<file path="src/rtl/mii_rx_pkg.sv">
package mii_rx_pkg;
  localparam logic [3:0] PRE_NIB = 4'h5;
  localparam logic [3:0] SFD_NIB = 4'hD;

  typedef enum logic [1:0] {
    ST_IDLE = 2'd0,
    ST_PRE  = 2'd1,
    ST_DATA = 2'd2,
    ST_DROP = 2'd3
  } rx_state_e;
endpackage

</file>
<file path="src/rtl/mii_rx_sync.sv">
module mii_rx_sync
  import mii_rx_pkg::*;
(
  input  logic       clk_i,
  input  logic       rst_ni,
  input  logic [3:0] rxd_i,
  input  logic       rx_dv_i,
  output logic       pay_nib_o,
  output logic       frame_end_o,
  output logic       drop_end_o,
  output logic       in_drop_o
);
  rx_state_e state_q, state_d;

  always_comb begin
    state_d = state_q;
    unique case (state_q)
      ST_IDLE: if (rx_dv_i) state_d = (rxd_i == PRE_NIB) ? ST_PRE : ST_DROP;
      ST_PRE: begin
        if (!rx_dv_i)              state_d = ST_IDLE;
        else if (rxd_i == SFD_NIB) state_d = ST_DATA;
        else if (rxd_i != PRE_NIB) state_d = ST_DROP;
      end
      ST_DATA: if (!rx_dv_i) state_d = ST_IDLE;
      ST_DROP: if (!rx_dv_i) state_d = ST_IDLE;
      default: state_d = ST_IDLE;
    endcase
  end

  always_ff @(posedge clk_i or negedge rst_ni) begin
    if (!rst_ni) state_q <= ST_IDLE;
    else         state_q <= state_d;
  end

  assign pay_nib_o   = rx_dv_i && (state_q == ST_DATA);
  assign frame_end_o = !rx_dv_i && (state_q != ST_IDLE);
  assign drop_end_o  = frame_end_o && (state_q != ST_DATA);
  assign in_drop_o   = (state_q == ST_DROP);

  AST_DROP_HOLD: assert property (@(posedge clk_i) disable iff (!rst_ni)
    (state_q == ST_DROP) && rx_dv_i |=> (state_q == ST_DROP));
  AST_END_IDLE: assert property (@(posedge clk_i) disable iff (!rst_ni)
    frame_end_o |=> (state_q == ST_IDLE));
endmodule

</file>
<file path="src/rtl/mii_rx_pack.sv">
module mii_rx_pack (
  input  logic       clk_i,
  input  logic       rst_ni,
  input  logic       pay_nib_i,
  input  logic [3:0] nib_i,
  input  logic       err_i,
  output logic       byte_done_o,
  output logic       half_o,
  output logic [7:0] byte_o,
  output logic       byte_valid_o,
  output logic       byte_sof_o,
  output logic       byte_err_o
);
  logic       phase_q, first_q;
  logic [3:0] lo_q;

  assign byte_done_o = pay_nib_i && phase_q;
  assign half_o      = phase_q;

  always_ff @(posedge clk_i or negedge rst_ni) begin
    if (!rst_ni) begin
      phase_q      <= 1'b0;
      first_q      <= 1'b1;
      lo_q         <= '0;
      byte_o       <= '0;
      byte_valid_o <= 1'b0;
      byte_sof_o   <= 1'b0;
      byte_err_o   <= 1'b0;
    end else begin
      byte_valid_o <= 1'b0;
      byte_sof_o   <= 1'b0;
      if (!pay_nib_i) begin
        phase_q <= 1'b0;
        first_q <= 1'b1;
      end else if (!phase_q) begin
        lo_q    <= nib_i;
        phase_q <= 1'b1;
      end else begin
        byte_o       <= {nib_i, lo_q};
        byte_valid_o <= 1'b1;
        byte_sof_o   <= first_q;
        byte_err_o   <= err_i;
        first_q      <= 1'b0;
        phase_q      <= 1'b0;
      end
    end
  end

  AST_BYTE_SPACING: assert property (@(posedge clk_i) disable iff (!rst_ni)
    byte_valid_o |=> !byte_valid_o);
endmodule

</file>
<file path="src/rtl/mii_rx_stat.sv">
module mii_rx_stat #(
  parameter int unsigned MIN_LEN = 64,
  parameter int unsigned MAX_LEN = 1518,
  parameter int unsigned LEN_W   = 11
) (
  input  logic             clk_i,
  input  logic             rst_ni,
  input  logic             rx_dv_i,
  input  logic             rx_er_i,
  input  logic             in_drop_i,
  input  logic             byte_done_i,
  input  logic             half_i,
  input  logic             frame_end_i,
  input  logic             drop_end_i,
  output logic             err_now_o,
  output logic             eof_o,
  output logic [LEN_W-1:0] stat_len_o,
  output logic             stat_runt_o,
  output logic             stat_long_o,
  output logic             stat_align_o,
  output logic             stat_err_o,
  output logic             stat_drop_o
);
  localparam logic [LEN_W-1:0] CNT_MAX = '1;
  localparam logic [LEN_W-1:0] MIN_C   = LEN_W'(MIN_LEN);
  localparam logic [LEN_W-1:0] MAX_C   = LEN_W'(MAX_LEN);

  logic [LEN_W-1:0] cnt_q;
  logic             err_q;

  assign err_now_o = err_q || (rx_dv_i && rx_er_i && !in_drop_i);

  always_ff @(posedge clk_i or negedge rst_ni) begin
    if (!rst_ni) begin
      cnt_q        <= '0;
      err_q        <= 1'b0;
      eof_o        <= 1'b0;
      stat_len_o   <= '0;
      stat_runt_o  <= 1'b0;
      stat_long_o  <= 1'b0;
      stat_align_o <= 1'b0;
      stat_err_o   <= 1'b0;
      stat_drop_o  <= 1'b0;
    end else begin
      eof_o <= frame_end_i;
      if (frame_end_i) begin
        stat_len_o   <= drop_end_i ? '0 : cnt_q;
        stat_drop_o  <= drop_end_i;
        stat_runt_o  <= !drop_end_i && (cnt_q < MIN_C);
        stat_long_o  <= !drop_end_i && (cnt_q > MAX_C);
        stat_align_o <= !drop_end_i && half_i;
        stat_err_o   <= !drop_end_i && err_q;
        cnt_q        <= '0;
        err_q        <= 1'b0;
      end else begin
        if (byte_done_i && cnt_q != CNT_MAX) cnt_q <= cnt_q + 1'b1;
        if (rx_dv_i && rx_er_i && !in_drop_i) err_q <= 1'b1;
      end
    end
  end

  AST_RUNT_LONG_EXCL: assert property (@(posedge clk_i) disable iff (!rst_ni)
    eof_o |-> !(stat_runt_o && stat_long_o));
endmodule

</file>
<file path="src/rtl/mii_rx_framer.sv">
module mii_rx_framer #(
  parameter int unsigned MIN_LEN = 64,
  parameter int unsigned MAX_LEN = 1518,
  localparam int unsigned LEN_W  = $clog2(MAX_LEN + 2)
) (
  input  logic             clk_i,
  input  logic             rst_ni,
  input  logic [3:0]       rxd_i,
  input  logic             rx_dv_i,
  input  logic             rx_er_i,
  output logic [7:0]       byte_o,
  output logic             byte_valid_o,
  output logic             byte_sof_o,
  output logic             byte_err_o,
  output logic             eof_o,
  output logic [LEN_W-1:0] stat_len_o,
  output logic             stat_runt_o,
  output logic             stat_long_o,
  output logic             stat_align_o,
  output logic             stat_err_o,
  output logic             stat_drop_o
);
  logic pay_nib, frame_end, drop_end, in_drop;
  logic byte_done, half, err_now;

  mii_rx_sync u_sync (
    .clk_i       (clk_i),
    .rst_ni      (rst_ni),
    .rxd_i       (rxd_i),
    .rx_dv_i     (rx_dv_i),
    .pay_nib_o   (pay_nib),
    .frame_end_o (frame_end),
    .drop_end_o  (drop_end),
    .in_drop_o   (in_drop)
  );

  mii_rx_pack u_pack (
    .clk_i        (clk_i),
    .rst_ni       (rst_ni),
    .pay_nib_i    (pay_nib),
    .nib_i        (rxd_i),
    .err_i        (err_now),
    .byte_done_o  (byte_done),
    .half_o       (half),
    .byte_o       (byte_o),
    .byte_valid_o (byte_valid_o),
    .byte_sof_o   (byte_sof_o),
    .byte_err_o   (byte_err_o)
  );

  mii_rx_stat #(
    .MIN_LEN (MIN_LEN),
    .MAX_LEN (MAX_LEN),
    .LEN_W   (LEN_W)
  ) u_stat (
    .clk_i        (clk_i),
    .rst_ni       (rst_ni),
    .rx_dv_i      (rx_dv_i),
    .rx_er_i      (rx_er_i),
    .in_drop_i    (in_drop),
    .byte_done_i  (byte_done),
    .half_i       (half),
    .frame_end_i  (frame_end),
    .drop_end_i   (drop_end),
    .err_now_o    (err_now),
    .eof_o        (eof_o),
    .stat_len_o   (stat_len_o),
    .stat_runt_o  (stat_runt_o),
    .stat_long_o  (stat_long_o),
    .stat_align_o (stat_align_o),
    .stat_err_o   (stat_err_o),
    .stat_drop_o  (stat_drop_o)
  );

  AST_EOF_QUIET: assert property (@(posedge clk_i) disable iff (!rst_ni)
    eof_o |-> !byte_valid_o);
  AST_SOF_VALID: assert property (@(posedge clk_i) disable iff (!rst_ni)
    byte_sof_o |-> byte_valid_o);
  AST_DROP_EMPTY: assert property (@(posedge clk_i) disable iff (!rst_ni)
    eof_o && stat_drop_o |-> (stat_len_o == '0) && !stat_runt_o && !stat_align_o);
endmodule

</file>
<file path="config.mk">
export PLATFORM = sky130hd
export DESIGN_NAME = mii_rx_framer
export DESIGN_NICKNAME = d
export VERILOG_FILES = /design/src/rtl/mii_rx_pkg.sv /design/src/rtl/mii_rx_sync.sv /design/src/rtl/mii_rx_pack.sv /design/src/rtl/mii_rx_stat.sv /design/src/rtl/mii_rx_framer.sv
export SDC_FILE = /design/constraint.sdc
export NUM_CORES = 1
export LEC_CHECK = 0
export ABC_AREA = 1
export CAP_MARGIN = 10
export CORE_ASPECT_RATIO = 0.5
export CORE_MARGIN = 5
export CORE_UTILIZATION = 35
export CTS_CLUSTER_DIAMETER = 50
export DETAILED_ROUTE_END_ITERATION = 10
export DONT_BUFFER_PORTS = 1
export HOLD_SLACK_MARGIN = 0.1
export RECOVER_POWER = 50
export SYNTH_ARGS = -nofsm -noshare
export SYNTH_HDL_FRONTEND = slang
export SYNTH_SLANG_ARGS = --single-unit
</file>
<file path="constraint.sdc">
create_clock -name clk_i -period 1.2 [get_ports clk_i]
set_input_delay 0.06 -clock clk_i [delete_from_list [all_inputs] [get_ports clk_i]]
set_output_delay 0.06 -clock clk_i [all_outputs]
set_load 0.02 [all_outputs]
</file>
-- After elaboration in Yosys (flattened, before gate mapping)
Cells that the tools add are included.
- bitwise gates (word level): 1
- muxes and demuxes: 20
- add/sub/neg operators: 1
- shifts and indexed selects: 0
- divide/modulo/power cells: 0
- reductions and logical operators: 23
- multipliers: 0
- order comparisons: 2
- equality and inequality tests: 12
- operator list (kind ; number):
    $mux 11 ; 3
    $mux 2 ; 6
    $add 11x1->11 const B ; 1
    $gt 11x11->1 const B ; 1
    $logic_and 1x1->1 ; 11
    $lt 11x7->1 const B ; 1
    $ne 11x11->1 const B ; 1
    $mux 1 ; 10
    $ne 2x2->1 const B ; 4
    $pmux 2 s3 ; 1
    $reduce_bool 2->1 ; 3
    $eq 2x2->1 const B ; 2
    $eq 4x3->1 const B ; 1
    $eq 4x4->1 const B ; 1
    $ne 4x2->1 const B ; 1
    $ne 4x3->1 const B ; 1
    $reduce_and 2->1 ; 2
    $logic_not 1->1 ; 3
    $reduce_and 3->1 ; 1
    $eq 2x1->1 const B ; 1
    $logic_not 2->1 ; 1
    $reduce_or 2->1 ; 1
    $logic_or 1x1->1 ; 1
    $not 1->1 ; 1
- bits of input ports: 8
- logic and storage cells: 76
- bits in read-only memories: 0
- latch bits: 0
- register bits: 48
- output and inout bits: 28
- memory bits (writable): 0
- memories kept: 0

-- Longest topological paths before layout
Gate-level depths: netlist (run 1).
- depth in word-level cells: 6
- gate-level depth with buffers: 9
- gate-level depth less buffers: 9

-- Hierarchy
A second synthesis (run 1) with hierarchy kept.
- cells, all modules: 267
- area, all modules: 2248.4 sq um
- by module, submodules not included (module ; cells an instance ; times used ; area an instance (sq um) ; sequential area each (sq um)):
    mii_rx_stat ; 163 ; 1 ; 1390.1 ; 725.7
    mii_rx_pack ; 68 ; 1 ; 666.9 ; 426.7
    mii_rx_sync ; 36 ; 1 ; 191.4 ; 50.0

-- Worst setup path after synthesis (run 1)
OpenSTA, ideal clock, no wires.
- path kind: reg2reg
- start point: reg u_stat.cnt_q[1]
- end point: reg u_stat.cnt_q[7]
- period minus slack after synthesis: 1.277 ns
- data required time: 1.135 ns
- data arrival time: 1.212 ns
- stages on the path, launching flop included: 9
- path buffers: 1
- library setup time: 0.065 ns
- setup slack: -0.077 ns
- cells stage by stage: dfrtp_1 > ha_1 > nand2_2 > nor2_4 > nand3_2 > nand2_2 > buf_6 > nand3_1 > nand2_1
- cells in the longest elaborated chain, start to end: 3
- elaborated cells between the ends (all ways): 6
- those cells by class: 1 x add/sub; 1 x eq/ne; 2 x mux; 2 x reduce/logical
- ends and longest elaborated chain (element ; RTL line ; source):
    from (decl) ; mii_rx_stat.sv:28 ; logic [LEN_W-1:0] cnt_q;
    from (signal assigned) ; mii_rx_stat.sv:56 ; if (byte_done_i && cnt_q != CNT_MAX) cnt_q <= cnt_q + 1'b1;
    $add 11x1->11 or $ne 11x11->1 (tied branches) ; mii_rx_stat.sv:56 ;
    $mux 11 or $logic_and 1x1->1 (tied branches) ; mii_rx_stat.sv:56 ;
    $mux 11 or $reduce_bool 2->1 (tied branches) ; n/a ;
Parallel ways exist; a longest one is shown, timed or not. The select of a mux whose other input is x is not followed.
A chain may end at the register's enable or synchronous reset.

-- Worst setup path in the final report (run 1)
- start point: reg u_stat.cnt_q[1]
- end point: reg u_stat.cnt_q[0]
- cells in the longest elaborated chain, start to end: 3
- ends and longest elaborated chain (element ; RTL line):
    $ne 11x11->1 ; mii_rx_stat.sv:56
    $logic_and 1x1->1 ; mii_rx_stat.sv:56
    $reduce_bool 2->1 (no source line) ; n/a
No other way between the ends.

==> out/qor.yml, run 1 <==
power.leakage_nw: 1.56
htreeDepth: 2
drtPass1Iterations: 4
slew_headroom: 0.798
grt_util_met2: 0.247
numCtsBuffers: 5
vdd_drop_max_mv: 0.763
hp-class: "input port to asynchronous set/reset pin"
arrival_ns: 1.48
ys.flop_type: "dfrtp_1"
reg2reg_depth: 8
grt_pass1_wl_mm: 9.45
fmax_ghz: 0.796
pwr_density_cell_nw_per_um2: 1460
period_share: 1.05
die_w_um: 121
r2r-start: "u_stat.cnt_q[1]"
rsz0062_at_grt: "yes"
violations: "negative hold slack, negative setup slack"
antennaDiodeCount: 0
first_iter_violations: 52
globalRouteTotalUtil: 0.149
placed_area_um2: 2490
finalCriticalPeriod_ns: 1.26
fin_hold_ws_ns: -0.537
yosysMostFrequentCell: "nand2_1"
grtUsageMet3: 0.0413
die_area_um2: 7920
final_area_um2: 3050
drt_wl_total_mm: 5.66
worst-path-max-fanout: 6
cts.path.max_buffers: 2
grtUsageMet1: 0.195
cts.clk_slew.worst_paths_ns: 0.07
antenna_found_initial: 0
syn-instance-count: 262
yosysWarningCount: 0
synth_top_area_cell: "dfrtp_1"
synth-edff-count: 0
netlist_top_cells_area: "dfrtp_1 (55%), nand2_1 (17%), nand3_1 (5.6%)"
hold_viol: 48
clock-sinks: 48
yosysUniqueCellTypes: 23
r2r-end: "u_stat.cnt_q[0]"
crit_path_end_kind: "flip-flop"
drtAntennaViolNets: 0
setup_slack_ns: -0.0565
status: "complete, but fails checks"
grt_busiest_layer: "met2"
skew_ns: 0.00542
core.rowCount: 20
grt_max_degree: 49
drive_gt1_frac: 0.329
maxCapViolCount: 0
wl_per_cell_um: 14.2
synth_area_per_cell_um2: 8.22
core_area_um2: 6030
drc: 0
gp_congestion: 0.888
worstPathRequired_ns: 1.43
setup_viol: 13
crit_path_start_kind: "flip-flop"
nets: 319
netlist_area_um2: 2150
start_util: 0.357
synth_common_cells: "nand2_1 (99), dfrtp_1 (47), nand3_1 (24), inv_1 (23), nor2_1 (19)"
worstSkewPairLatency_ns: 0.29
cts_root_buf: "clkbuf_16"
die_h_um: 65.5
synth_seq_area_share: 0.558
worst_slew_pin_slew_ns: 0.303
setup_tns_ns: -0.511
path_class: "flip-flop to flip-flop"
viasPerCell: 4.76
synth_top_area_frac: 0.546
async_flop_share: 1.00
syn2layout_area_growth_pct: 41.8
synth-seq-cells: 48
io_pins: 36
cts-hold-fix-buffers: 6
gr-total-overflow: 0
io_buffers: 0
dp_hpwl_mm: 3.76
finish.utilization: 0.506
tritoncts: "built"
syn_nets: 272
ff2ff_setup_slack_ns: -0.06
vias: 1895
grt_pass1_vias: 1906
slew_viol_final: 0
-- final cells by class --
type | instances | area, µm²
Fill cell | 537 | 2980
Sequential cell | 48 | 1200
Multi-Input combinational cell | 180 | 1010
Timing Repair Buffer | 46 | 444
Clock buffer | 5 | 125
Inverter | 28 | 115
Tap cell | 88 | 110
Clock inverter | 3 | 47.5
-- worst max-delay path: stages (launching register included) --
cell	delay, ns
dfrtp_1	0.41
ha_4	0.17
nand2_4	0.05
nor2_4	0.09
nand3_2	0.11
nand2_4	0.11
buf_6	0.12
nand3_1	0.06
nand2_1	0.06
-- sequential cells by signal (all words and copies together) (netlist names), 2 cells and up --
register	flops
u_pack.lo_q	4
u_stat.stat_len_o	11
u_stat.cnt_q	11
u_pack.byte_o	8
u_sync.state_q	2
-- layer usage --
metal	wire [µm]	part of all wire	vias to the layer above
li1	-	-	923
met1	2540	0.45	941
met2	2820	0.50	27
met3	259	0.046	4
met4	40	0.0071	0
met5	0	0	-
-- cell usage in the layout (no fill, tap or decap), types with 3 or more instances in the layout --
master / n
inv_2: 4
nand2_1: 78
inv_1: 21
o21ai_1: 6
buf_6: 9
nand4_1: 3
buf_4: 28
clkbuf_16: 7
dfrtp_1: 45
nor2_1: 16
o21ai_2: 7
nand2_2: 14
clkinv_4: 3
nor2_4: 5
o21ai_0: 4
nand3_1: 22
dlygate4sd3_1: 5
nand2_4: 10
-- through the flow --
stage | power (mW) | setup slack [ns] | hold WS (ns) | std cells
after global routing | 4.67 | -0.145 | -0.553 | 398
after CTS | 4.36 | -0.0701 | -0.546 | 392
final | 4.46 | -0.0565 | -0.537 | 398
after floorplan | 2.48 | -0.0719 | -0.236 | 262
after global placement | 2.66 | -0.0689 | -0.235 | 377
after detailed placement | 2.68 | -0.105 | -0.235 | 377
-- where the power goes --
group / total [mW] / internal (mW) / switching [mW]
Combinational: 0.620 / 0.301 / 0.318
Clock: 1.62 / 0.991 / 0.627
Sequential: 2.22 / 1.85 / 0.376
-- cells by family (layout without fill, tap and decap cells) --
family / after synthesis / count (layout) / synth area share
xor+xnor: 2 / 2 / 0.00813
fa+ha+maj: 2 / 2 / 0.0116
simple gates: 155 / 155 / 0.304
compound gates: 21 / 21 / 0.0511
buf+inv: 34 / 82 / 0.0668
flops: 48 / 48 / 0.558
-- timing repair --
| item | 4_1_cts | 5_1_grt |
|---|---|---|
| buffers inserted | 1 | 3 |
| pin swaps | 7 | 10 |
| cloned | 0 | 3 |
| hold endpoints to repair | 68 | 48 |
| endpoints found under the setup margin | 28 | 33 |
| gates resized for setup | 17 | 51 |
-- worst max-delay path by stage --
stage | start | cells past startpoint | slack (ns) | end
floorplan | u_stat.cnt_q[1] | 8 | -0.07 | u_stat.cnt_q[7]
global placement | u_stat.cnt_q[1] | 7 | -0.07 | u_stat.cnt_q[6]
detailed placement | u_stat.cnt_q[1] | 8 | -0.11 | u_stat.cnt_q[5]
CTS | u_stat.cnt_q[0] | 8 | -0.07 | u_stat.cnt_q[0]
global route | u_stat.cnt_q[1] | 9 | -0.14 | u_stat.cnt_q[9]
finish | u_stat.cnt_q[1] | 8 | -0.06 | u_stat.cnt_q[0]
(Power assumes the default switching activity.)
==> inputs of run 2 (changes only) <==
ABC_AREA = not set   (was 1)
BUFFER_PORTS_ARGS = -buffer_cell sky130_fd_sc_hd__buf_2   (was not set)
DONT_BUFFER_PORTS = not set   (was 1)
==> out/qor.yml, run 2 <==
status: "complete, but fails checks"
violations: "negative setup slack"
core.rowCount: 19  # -5.0%
die_w_um: 118  # -2.5%
cts.clk_slew.worst_paths_ns: 0.07  # about the same
reg2reg_depth: 5  # -3
synth-edff-count: 0  # unchanged
fmax_ghz: 0.615  # -23%
antennaDiodeCount: 0  # unchanged
cp-endpoint: "u_stat.cnt_q[5]"
ff2ff_setup_slack_ns: -0.43  # -0.37 ns
crit_path_end_kind: "flip-flop"
pwr_density_cell_nw_per_um2: 1310  # -10%
hold_viol: 0  # -100%
skew_ns: 0.00534  # -0.0000798 ns
maxCapViolCount: 0  # unchanged
synth_compound_area_frac: 0.168  # +0.117
startpoint: "u_stat.cnt_q[0]"
grtUsageMet3: 0.0458  # +0.00454
die_area_um2: 7540  # -4.8%
grt_pass1_vias: 1820  # -4.5%
tritoncts: "built"
vdd_drop_max_mv: 0.998  # +31%
grt_busiest_layer: "met2"
netlist_top_cells_area: "dfrtp_1 (58%), nand2_1 (6.3%), a22o_1 (5.6%)"
cts_root_buf: "clkbuf_16"
syn_nets: 186  # -32%
synth_common_cells: "dfrtp_1 (47), nand2_1 (34), a22o_1 (13), inv_1 (8), nand3_1 (6)"
slew_headroom: 0.560  # -0.238
min_path_cells: 3
r2r-end: "u_stat.cnt_q[5]"
drc: 0  # unchanged
synth_xor_xnor_area_share: 0.00430  # -0.00383
setup_slack_ns: -0.425  # -0.369 ns
layout_common_cells: "dfrtp_1 (44), buf_4 (38), buf_2 (35), nand2_1 (29), buf_6 (15)"
fin_total_pwr_mw: 4.20  # -5.8%
syn2layout_area_growth_pct: 57.2
numCtsBuffers: 5  # unchanged
first_iter_violations: 87  # +67%
gr-total-overflow: 0  # unchanged
io_buffers: 35  # +35
synth_top_family_by_area: "compound AO/OA/AOI/OAI gates"
synth_seq_area_share: 0.590  # +0.0319
crit_path_start_kind: "flip-flop"
ys.flop_type: "dfrtp_1"
cts.path.max_buffers: 2  # unchanged
period_share: 1.35  # +0.307
yosysUniqueCellTypes: 44  # +91%
arrival_ns: 1.80  # +0.32 ns
grt_pass1_wl_mm: 9.11  # -3.6%
core_area_um2: 5560  # -7.8%
yosysMostFrequentCell: "dfrtp_1"
mostFrequentLayoutCell: "dfrtp_1"
synth_mux_area_frac: 0.0381  # +0.0381
synthSimpleGateAreaFrac: 0.150  # -0.155
synth_adder_area_share: 0.0123  # +0.000663
setup_viol: 33  # +20
synth_top_area_cell: "dfrtp_1"
async_flop_share: 1.00  # unchanged
drtAntennaViolNets: 0  # unchanged
gp_congestion: 0.852  # -4.0%
grt_util_met2: 0.244  # -0.00375
vias: 1702  # -10%
finalCriticalPeriod_ns: 1.63  # +0.369 ns
netlist_area_um2: 2040  # -5.4%
hp-class: "input port to flip-flop"
finish.utilization: 0.576  # +0.0694
yosysWarningCount: 0  # unchanged
wl_per_cell_um: 15.2  # +6.6%
drt_wl_total_mm: 5.27  # -6.8%
worst_slew_pin_slew_ns: 0.660  # +0.357 ns
power.leakage_nw: 1.64  # +5.3%
viasPerCell: 4.89  # +2.7%
antenna_found_initial: 0  # unchanged
globalRouteTotalUtil: 0.148  # -0.00131
reg_top3: "u_stat.cnt_q: 11 flops, u_stat.stat_len_o: 11 flops, u_pack.byte_o: 8 flops"
drtPass1Iterations: 4  # unchanged
nets: 284  # -11%
worstPathRequired_ns: 1.38  # -0.05 ns
grt_max_degree: 49  # unchanged
final_area_um2: 3200  # +4.9%
worst-path-max-fanout: 6  # unchanged
worstSkewPairLatency_ns: 0.29  # about the same
synth_top_area_frac: 0.577  # +0.0312
path_class: "flip-flop to flip-flop"
placed_area_um2: 2660  # +6.7%
clock-sinks: 48  # unchanged
dp_hpwl_mm: 3.40  # -9.7%
grtUsageMet1: 0.186  # -0.00953
fill_cells: 448  # -17%
synth-seq-cells: 48  # unchanged
drive_gt1_frac: 0.520  # +0.191
htreeDepth: 2  # unchanged
start_util: 0.366  # +0.00914
slew_viol_final: 0  # unchanged
synth_area_per_cell_um2: 11.6  # +41%
die_h_um: 64.0  # -2.3%
io_pins: 36  # unchanged
rsz0062_at_grt: "yes"
r2r-start: "u_stat.cnt_q[0]"
syn-instance-count: 176  # -33%
[run 2: cell count changes in the layout (fill, tap and decap cells not counted), moves of 8 or more]
| cell | previous run | this run |
|---|---|---|
| nor2_1 | 16 | 3 |
| nand2_4 | 10 | 2 |
| buf_4 | 28 | 38 |
| buf_2 | 0 | 35 |
| nand3_1 | 22 | 3 |
| inv_1 | 21 | 6 |
| a22o_1 | 0 | 13 |
| nand2_2 | 14 | 3 |
| nand2_1 | 78 | 29 |
[run 2: what timing repair did]
item                                   4_1_cts  5_1_grt
setup endpoints to repair                   33       35
gates resized for setup                     28       24
endpoints found under the hold margin       59        0
setup buffers                                7       11
gates cloned                                 2        0
pin swaps                                   21       16
hold buffers                                 6        0
[run 2: logic make-up after synthesis]
| group | after synthesis |
|---|---|
| AO/OA/AOI/OAI | 41 |
| multiplexers | 7 |
| flip-flops | 48 |
| buffers and inverters | 17 |
| adder cells (fa/ha/maj) | 2 |
| XOR/XNOR | 1 |
| AND/OR/NAND/NOR | 60 |
[run 2: worst min-delay path by stage]
stage	from	end	slack [ns]
2_1_floorplan	rst_ni	u_pack.byte_err_o	-0.24
3_3_place_gp	rst_ni	u_stat.stat_len_o[0]	0.06
3_5_place_dp	rst_ni	u_stat.stat_len_o[1]	0.06
4_1_cts	rx_dv_i	u_pack.first_q	0.18
5_1_grt	rx_dv_i	u_sync.state_q[0]	0.22
6_report	rx_dv_i	u_pack.first_q	0.19
[run 2: stage by stage]
stage          worst slack (ns)  setup TNS [ns]  cells  hold WS, ns
6_report                 -0.425           -6.56    348        0.191
5_1_grt                  -0.458           -8.54    348        0.223
4_1_cts                  -0.362           -5.08    342        0.181
3_5_place_dp             -0.329           -5.63    319       0.0639
3_3_place_gp             -0.330           -5.20    319       0.0604
2_1_floorplan            -0.383           -3.14    176       -0.236
[run 2: final cells by class]
type                       instances  area (µm²)  share of cell area
inverter                           9        36.3              0.0113
clock inverter                     3        42.5              0.0133
timing repair buffer              98         747               0.233
sequential                        48        1210               0.377
multi-input combinational        112         955               0.298
tap                               73        91.3              0.0285
clock buffer                       5         125              0.0391
[run 2: worst max-delay path, cell delays in order, from the launching register on]
cell and delay [ns]:
dfrtp_2 0.39, ha_4 0.15, nand4_4 0.08, o31ai_4 0.40, mux2_4 0.34, a21o_1 0.16
[run 2: per-layer routing]
| layer | up-vias | part of all wire |
|---|---|---|
| li1 | 826 | - |
| met1 | 852 | 0.46 |
| met2 | 20 | 0.49 |
| met3 | 4 | 0.031 |
| met4 | 0 | 0.012 |
| met5 | - | 0 |
[run 2: power by group]
part	leakage (nW)	switching [mW]	internal (mW)	total, mW
logic	0.930	0.415	0.338	0.753
registers	0.632	0.0870	1.77	1.86
clock network	0.0798	0.610	0.979	1.59
